$ cat src/rtl/uirq_pkg.sv
package uirq_pkg;
  localparam int unsigned NSRC = 4;

  typedef logic [NSRC-1:0] srcvec_t;

  localparam srcvec_t MASK_AT_RESET = '1;

  // next state of one flag: a set beats a clear in the same cycle
  function automatic logic flag_next(logic cur, logic set, logic clr);
    return set | (cur & ~clr);
  endfunction

  // flags that are allowed to be seen and to raise the interrupt
  function automatic srcvec_t unmasked(srcvec_t raw, srcvec_t msk);
    return raw & ~msk;
  endfunction
endpackage

$ cat src/rtl/uirq_bus_decode.sv
module uirq_bus_decode #(
  parameter int unsigned AW = 8,
  parameter logic [AW-1:0] PEND_OFS = 'h30,
  parameter logic [AW-1:0] RAW_OFS  = 'h34,
  parameter logic [AW-1:0] MASK_OFS = 'h38
) (
  input  logic          wr,
  input  logic [AW-1:0] addr,
  output logic          hit_pend,
  output logic          hit_raw,
  output logic          hit_mask,
  output logic          clr_wr,
  output logic          mask_wr
);
  always_comb begin
    hit_pend = (addr == PEND_OFS);
    hit_raw  = (addr == RAW_OFS);
    hit_mask = (addr == MASK_OFS);
    clr_wr   = wr & hit_pend;
    mask_wr  = wr & hit_mask;
  end
endmodule

$ cat src/rtl/uirq_flag_bank.sv
module uirq_flag_bank
  import uirq_pkg::*;
(
  input  logic    clk,
  input  logic    rst_n,
  input  srcvec_t set_vec,
  input  srcvec_t clr_vec,
  output srcvec_t raw_q
);
  for (genvar i = 0; i < NSRC; i++) begin : g_flag
    always_ff @(posedge clk) begin
      if (!rst_n) raw_q[i] <= 1'b0;
      else        raw_q[i] <= flag_next(raw_q[i], set_vec[i], clr_vec[i]);
    end
  end
endmodule

$ cat src/rtl/uirq_mask_reg.sv
module uirq_mask_reg
  import uirq_pkg::*;
(
  input  logic    clk,
  input  logic    rst_n,
  input  logic    load,
  input  srcvec_t load_val,
  output srcvec_t mask_q
);
  always_ff @(posedge clk) begin
    if (!rst_n)    mask_q <= MASK_AT_RESET;
    else if (load) mask_q <= load_val;
  end
endmodule

$ cat src/rtl/uirq_irq_combine.sv
module uirq_irq_combine
  import uirq_pkg::*;
(
  input  srcvec_t raw,
  input  srcvec_t msk,
  output srcvec_t vis,
  output logic    irq
);
  always_comb begin
    vis = unmasked(raw, msk);
    irq = |vis;
  end
endmodule

$ cat src/rtl/uirq_pend_unit.sv
module uirq_pend_unit
  import uirq_pkg::*;
#(
  parameter int unsigned AW = 8,
  parameter int unsigned DW = 32,
  parameter logic [AW-1:0] PEND_OFS = 'h30,
  parameter logic [AW-1:0] RAW_OFS  = 'h34,
  parameter logic [AW-1:0] MASK_OFS = 'h38
) (
  input  logic          clk,
  input  logic          rst_n,
  input  logic          bus_wr,
  input  logic [AW-1:0] bus_addr,
  input  logic [DW-1:0] bus_wdata,
  output logic [DW-1:0] bus_rdata,
  input  logic [3:0]    src_evt,
  output logic          irq_out
);
  // named internal events, visible to the bound checker
  srcvec_t wdata_lo;
  srcvec_t clr_vec;
  srcvec_t raw_q;
  srcvec_t mask_q;
  srcvec_t vis;
  logic    hit_pend, hit_raw, hit_mask;
  logic    clr_wr, mask_wr;
  logic    unused_wdata_hi;

  assign wdata_lo        = bus_wdata[NSRC-1:0];
  assign unused_wdata_hi = ^bus_wdata[DW-1:NSRC];
  assign clr_vec         = clr_wr ? wdata_lo : '0;

  uirq_bus_decode #(
    .AW(AW), .PEND_OFS(PEND_OFS), .RAW_OFS(RAW_OFS), .MASK_OFS(MASK_OFS)
  ) u_dec (
    .wr(bus_wr), .addr(bus_addr),
    .hit_pend(hit_pend), .hit_raw(hit_raw), .hit_mask(hit_mask),
    .clr_wr(clr_wr), .mask_wr(mask_wr)
  );

  uirq_flag_bank u_flags (
    .clk(clk), .rst_n(rst_n), .set_vec(src_evt), .clr_vec(clr_vec), .raw_q(raw_q)
  );

  uirq_mask_reg u_mask (
    .clk(clk), .rst_n(rst_n), .load(mask_wr), .load_val(wdata_lo), .mask_q(mask_q)
  );

  uirq_irq_combine u_comb (
    .raw(raw_q), .msk(mask_q), .vis(vis), .irq(irq_out)
  );

  always_comb begin
    bus_rdata = '0;
    if (hit_pend)      bus_rdata[NSRC-1:0] = vis;
    else if (hit_raw)  bus_rdata[NSRC-1:0] = raw_q;
    else if (hit_mask) bus_rdata[NSRC-1:0] = mask_q;
  end
endmodule

$ cat config.mk
export PLATFORM = sky130hd
export DESIGN_NAME = uirq_pend_unit
export DESIGN_NICKNAME = d
export VERILOG_FILES = /design/src/rtl/uirq_pkg.sv /design/src/rtl/uirq_bus_decode.sv /design/src/rtl/uirq_flag_bank.sv /design/src/rtl/uirq_mask_reg.sv /design/src/rtl/uirq_irq_combine.sv /design/src/rtl/uirq_pend_unit.sv
export SDC_FILE = /design/constraint.sdc
export NUM_CORES = 1
export LEC_CHECK = 0
export BUFFER_PORTS_ARGS = -buffer_cell sky130_fd_sc_hd__buf_2
export CORE_MARGIN = 4
export CORE_UTILIZATION = 35
export DETAILED_ROUTE_END_ITERATION = 8
export PLACE_DENSITY = 0.94
export SYNTH_ARGS = -nofsm -noshare
export SYNTH_HDL_FRONTEND = slang
export SYNTH_SLANG_ARGS = --single-unit
$ cat constraint.sdc
create_clock -name clk -period 2.6 [get_ports clk]
set_input_delay 0 -clock clk [delete_from_list [all_inputs] [get_ports clk]]
set_output_delay 0 -clock clk [all_outputs]
set_load 0.02 [all_outputs]
==> flow_metrics.py, run 1 <==
metrics = {
    "outcome": {
        "outcome": "finished, final reports clean",
    },
    "floorplanning": {
        "die_h_um": 51.7,
        "core_um2": 1760,
        "die_x_um": 51.7,
        "ios": 80,
        "fp-row-count": 15,
        "die-area_um2": 2680,
        "initial_utilization_pct": 37.9,
    },
    "clocking": {
        "cts_sinks": 8,
        "cts_tree": "done",
        "cts_setup_buffers": 0,
        "cts_resized": 0,
        "clk_path_buf_depth": 2,
        "cts_made_buffers": 3,
        "cts-root-buf": "clkbuf_4",
        "clk_latency_ns": 0.26,
        "holdBufCountCts": 7,
        "clk_pin_slew_ns": 0.06,
        "htree_levels": 1,
    },
    "drt": {
        "drc": 0,
        "drt_wl_total_um": 1480,
        "wl_per_cell_um": 10.4,
        "drt_pre_antenna_iters": 4,
        "vias_per_cell": 4.32,
        "vias": 618,
        "drt_iter0_markers": 4,
        "ant_nets": 0,
    },
    "synth": {
        "avgSynthCellArea_um2": 7.69,
        "seq_area_frac_synth_pct": 23.9,
        "synth.most_common_cell": "buf_4",
        "ys.flop_type": "dfxtp_1",
        "yosysWarnings": 0,
        "synthTopCellsByCount": "buf_4, inv_1, dfxtp_1, o21ai_0",
        "synth_area_um2": 669,
        "yosys-top-cells-area": "buf_4, dfxtp_1, o21ai_0",
        "synth-edff-count": 0,
        "synth_cells": 87,
        "synth_area_leader_cell": "buf_4",
        "yosysTopAreaCellShare_pct": 31.4,
        "async_flop_share_pct": 0,
        "ys_seq_elements": 8,
        "ys_types": 16,
    },
    "sta": {
        "timing.hold.ws_ns": 0.00862,
        "hold_viol": 0,
        "finalSetupTns_ns": 0,
        "final-setup-viol-count": 0,
        "rsz0062_at_grt": "false",
        "fin_crit_ns": 1.60,
        "max_freq_mhz": 627,
        "fin_skew_ns": 0,
        "final.period_utilization_pct": 61.4,
        "drv_slew": 0,
    },
    "power_and_ir_drop": {
        "sw_frac_of_total_pct": 34.5,
        "p_sw_w": 0.000109,
        "p_int_w": 0.000207,
        "clockPowerShare_pct": 32.3,
        "peakVddDrop_uv": 133,
        "powerDensity_nw_per_um2": 398,
        "p_comb_share_pct": 26.3,
        "seqPwrFrac_pct": 41.4,
        "p_leak_nw": 0.427,
    },
    "worst_setup_path": {
        "reg2regPathDepth": 3,
        "critPathLaunchType": "input port",
        "cp_max_fo": 9,
        "crit_arrival_ns": 1.75,
        "required_ns": 2.75,
        "crit_type": "in2reg",
        "end_kind": "flip-flop",
    },
    "global_route": {
        "grt_pass1_vias": 524,
        "grt_max_degree": 10,
        "met1_usage_pct": 13.4,
        "grt_util_met2_pct": 16.5,
        "grt_remaining_overflow": 0,
        "gr-usage-all-layers_pct": 11.6,
        "grt_antenna_before_repair": 0,
        "grt_util_met3_pct": 4.87,
        "grt_pass1_wl_um": 2230,
        "grt_most_used_layer": "met2",
    },
    "placed_design": {
        "finalWeightedCongestion": 0.834,
        "dp_hpwl_um": 1210,
        "port_buffers": 23,
    },
    "final_layout": {
        "drive_gt1_share_pct": 23.7,
        "antenna_cells": 0,
        "fillCellCount": 180,
        "nNetsFinal": 167,
        "area_delta_synth_final_pct": 18.7,
    },
    "worst_hold_path": {
        "worstHoldPathCells": 3,
        "min_path_type": "in2reg",
    },
    "job": {
        "cap_violations": 0,
    },
}
-- through the flow --
| step | utilization (%) | total power [W] | cell area, um^2 | std cells | worst slack [ns] |
|---|---|---|---|---|---|
| 2_1_floorplan | - | 0.000217 | 771 | 114 | 1.50 |
| 3_3_place_gp | 39.8 | 0.000204 | 702 | 133 | 1.31 |
| 3_5_place_dp | 39.8 | 0.000206 | 702 | 133 | 1.27 |
| 4_1_cts | 45.0 | 0.000317 | 795 | 143 | 1.02 |
| 5_1_grt | 45.0 | 0.000332 | 795 | 143 | 0.911 |
| 6_report | 45.0 | 0.000316 | 795 | 143 | 1.00 |
-- power groups by stage --
| stage | Sequential (W) | Combinational [W] | Clock, W |
|---|---|---|---|
| 2_1_floorplan | 0.000132 | 0.0000847 | 0 |
| 3_3_place_gp | 0.000133 | 0.0000711 | 0 |
| 3_5_place_dp | 0.000134 | 0.0000727 | 0 |
| 4_1_cts | 0.000131 | 0.0000818 | 0.000104 |
| 5_1_grt | 0.000132 | 0.0000909 | 0.000109 |
| 6_report | 0.000131 | 0.0000832 | 0.000102 |
-- logic make-up after synthesis --
| logic type | share of synthesized area [%] |
|---|---|
| DFF | 23.9 |
| AOI/OAI and AO/OA | 24.7 |
| other | 0.560 |
| buffers and inverters | 37.2 |
| and+or+nand+nor | 13.6 |
-- cell usage in the layout, fill, tap and decap left out --
cell,netlist,layout
or4b_1,1,1
a31oi_1,4,4
nor3_2,2,2
a21oi_1,4,4
conb_1,1,28
a22oi_1,2,2
o31a_1,4,4
dfxtp_1,8,8
nand4bb_1,1,1
o21ai_0,8,8
or3_1,5,5
nand2_1,5,5
dlygate4sd3_1,0,7
o211ai_1,4,4
buf_2,1,23
inv_1,9,9
clkbuf_4,0,3
-- path summary, 6_finish.rpt --
kind	from	endpoint	slack (ns)
setup reg to reg	u_flags.raw_q[3]	u_flags.raw_q[3]	1.37
setup / recovery	bus_addr[2]	u_flags.raw_q[0]	1.00
hold reg to reg	u_mask.mask_q[0]	u_mask.mask_q[0]	0.53
hold / removal	src_evt[2]	u_flags.raw_q[2]	0.009
-- flip-flops by register name (all words and copies together) (netlist names) --
register and count:
u_flags.raw_q 4, u_mask.mask_q 4
-- final cells by class --
| class | count | area [um^2] | share of cell area, % |
|---|---|---|---|
| clock buffers | 3 | 22.5 | 2.83 |
| repair buffers | 30 | 185 | 23.3 |
| flip-flops and latches | 8 | 160 | 20.2 |
| well taps | 25 | 31.3 | 3.94 |
| inverters | 9 | 33.8 | 4.25 |
| multi-input cells | 68 | 362 | 45.5 |
-- routing by layer --
layer	wire, um	share of wire, %	vias up
met5	0	0	-
met4	62	4.2	0
met3	156	11	7
met2	728	49	31
met1	536	36	272
li1	-	-	308
-- worst max-delay path, cell delays in order --
cell and delay [ns]:
buf_2 0.14, or4b_1 0.66, nor3_2 0.27, a31oi_1 0.12, dlygate4sd3_1 0.56
No activity file was read; power rests on OpenSTA's default activity.
==> inputs of run 2 (changes only) <==
Settings changed: CORE_UTILIZATION 35 to 32, PLACE_DENSITY 0.94 to 0.87.
Clock period 2.6 ns to 1.5 ns, I/O delays scaled along.
==> flow_metrics.py, run 2 (same netlist as run 1, synthesis figures left out) <==
metrics = {
    "drt": {
        "vias": 613,
        "ant_nets": 0,
        "wl_met3_um": 205,
        "vias_per_cell": 4.23,
        "drt-met1-wl_um": 620,
        "drt_pre_antenna_iters": 4,
        "drt_iter0_markers": 13,
        "drt_wl_total_um": 1490,
        "routed.top_layer": "met4",
        "wl_per_cell_um": 10.3,
        "drc": 0,
        "route.met2.wl_um": 657,
    },
    "placed_design": {
        "finalWeightedCongestion": 0.812,
        "dp_hpwl_um": 1260,
        "port_buffers": 23,
        "place_inst": 136,
    },
    "worst_setup_path": {
        "critPathLaunchType": "flip-flop",
        "crit_arrival_ns": 1.32,
        "end_kind": "output port",
        "reg2regPathDepth": 2,
        "cp_max_fo": 4,
        "crit_type": "reg2out",
        "required_ns": 1.50,
    },
    "final_layout": {
        "fin_util_pct": 40.1,
        "nNetsFinal": 167,
        "antenna_cells": 0,
        "area_delta_synth_final_pct": 18.7,
        "largestRegisters": "u_flags.raw_q x4, u_mask.mask_q x4",
        "final_common_cell": "conb_1",
        "layout_common_cells": "conb_1, buf_2, inv_1, o21ai_0, dfxtp_1",
        "stdcell_count": 145,
        "drive_gt1_share_pct": 24.6,
    },
    "floorplanning": {
        "initial_utilization_pct": 33.8,
        "core_um2": 1980,
        "die-area_um2": 2890,
        "die_x_um": 53.7,
        "die_h_um": 53.7,
        "fp-row-count": 16,
        "ios": 80,
    },
    "clocking": {
        "cts_sinks": 8,
        "cts_setup_buffers": 0,
        "clk_path_buf_depth": 2,
        "cts-root-buf": "clkbuf_4",
        "clk_latency_ns": 0.25,
        "clk_pin_slew_ns": 0.05,
        "htree_levels": 1,
        "cts_tree": "done",
        "cts_made_buffers": 3,
    },
    "sta": {
        "fin_crit_ns": 1.32,
        "final-setup-viol-count": 0,
        "finalSetupTns_ns": 0,
        "max_freq_mhz": 757,
        "drv_slew": 0,
        "final.period_utilization_pct": 88.0,
        "hold_viol": 0,
        "rsz0062_at_grt": "false",
        "timing.hold.ws_ns": 0.0171,
        "fin_skew_ns": 0,
    },
    "global_route": {
        "grt_pass1_vias": 536,
        "grt_antenna_before_repair": 0,
        "gr-usage-all-layers_pct": 10.4,
        "grt_remaining_overflow": 0,
        "grt_max_degree": 10,
        "grt_pass1_wl_um": 2160,
    },
    "power_and_ir_drop": {
        "powerDensity_nw_per_um2": 669,
        "peakVddDrop_uv": 316,
        "power.total_w": 0.000532,
        "p_leak_nw": 0.424,
    },
    "job": {
        "cap_violations": 0,
    },
    "worst_hold_path": {
        "min_path_type": "in2reg",
        "worstHoldPathCells": 3,
    },
    "outcome": {
        "outcome": "finished, final reports clean",
    },
}
## run 2: changes by cell type in the layout (fill, tap and decap cells not counted)
| cell | before | now |
|---|---|---|
| buf_4 | 0 | 1 |
| dlygate4sd3_1 | 7 | 6 |
## run 2: power breakdown
part           switching (W)  internal [W]  total (W)  leakage, nW
clock              0.0000699     0.0000913   0.000161       0.0138
combinational      0.0000981     0.0000441   0.000142        0.345
sequential        0.00000738      0.000221   0.000228       0.0659
total               0.000175      0.000356   0.000532        0.424
## run 2: final timing paths
check,start,end,slack (ns)
worst min-delay path,src_evt[3],u_flags.raw_q[3],0.02
worst min register to register,u_mask.mask_q[3],u_mask.mask_q[3],0.53
worst max register to register,u_flags.raw_q[0],u_flags.raw_q[0],0.79
worst max-delay path,u_mask.mask_q[1],bus_rdata[1],0.18
## run 2: layout make-up
| type | instances | area, um^2 |
|---|---|---|
| sequential | 8 | 160 |
| fill | 218 | 1190 |
| multi-input combinational | 68 | 362 |
| clock buffer | 3 | 22.5 |
| inverter | 9 | 33.8 |
| timing repair buffer | 30 | 183 |
| tap | 27 | 33.8 |
## run 2: repair_timing
action                    CTS  global route
gates resized for setup     0             0
hold buffers                6             0
hold endpoints to repair    4             0
## run 2: routing by layer
layer | global-route usage (%) | up-vias
met2 | 15.5 | 37
met4 | 8.51 | 0
met3 | 3.05 | 2
met5 | 0 | -
li1 | - | 310
met1 | 12.1 | 264
## run 2: per-stage QoR
step / setup WS, ns / instance area, um^2
2_1_floorplan: 0.404 / 771
3_3_place_gp: 0.193 / 712
3_5_place_dp: 0.145 / 712
4_1_cts: 0.164 / 795
5_1_grt: 0.0392 / 795
6_report: 0.179 / 795
## run 2: critical path, cell delays in order, from the launching register on
cell,delay [ns]
dfxtp_1,0.30
inv_1,0.06
or3_1,0.37
a21oi_1,0.15
buf_2,0.18
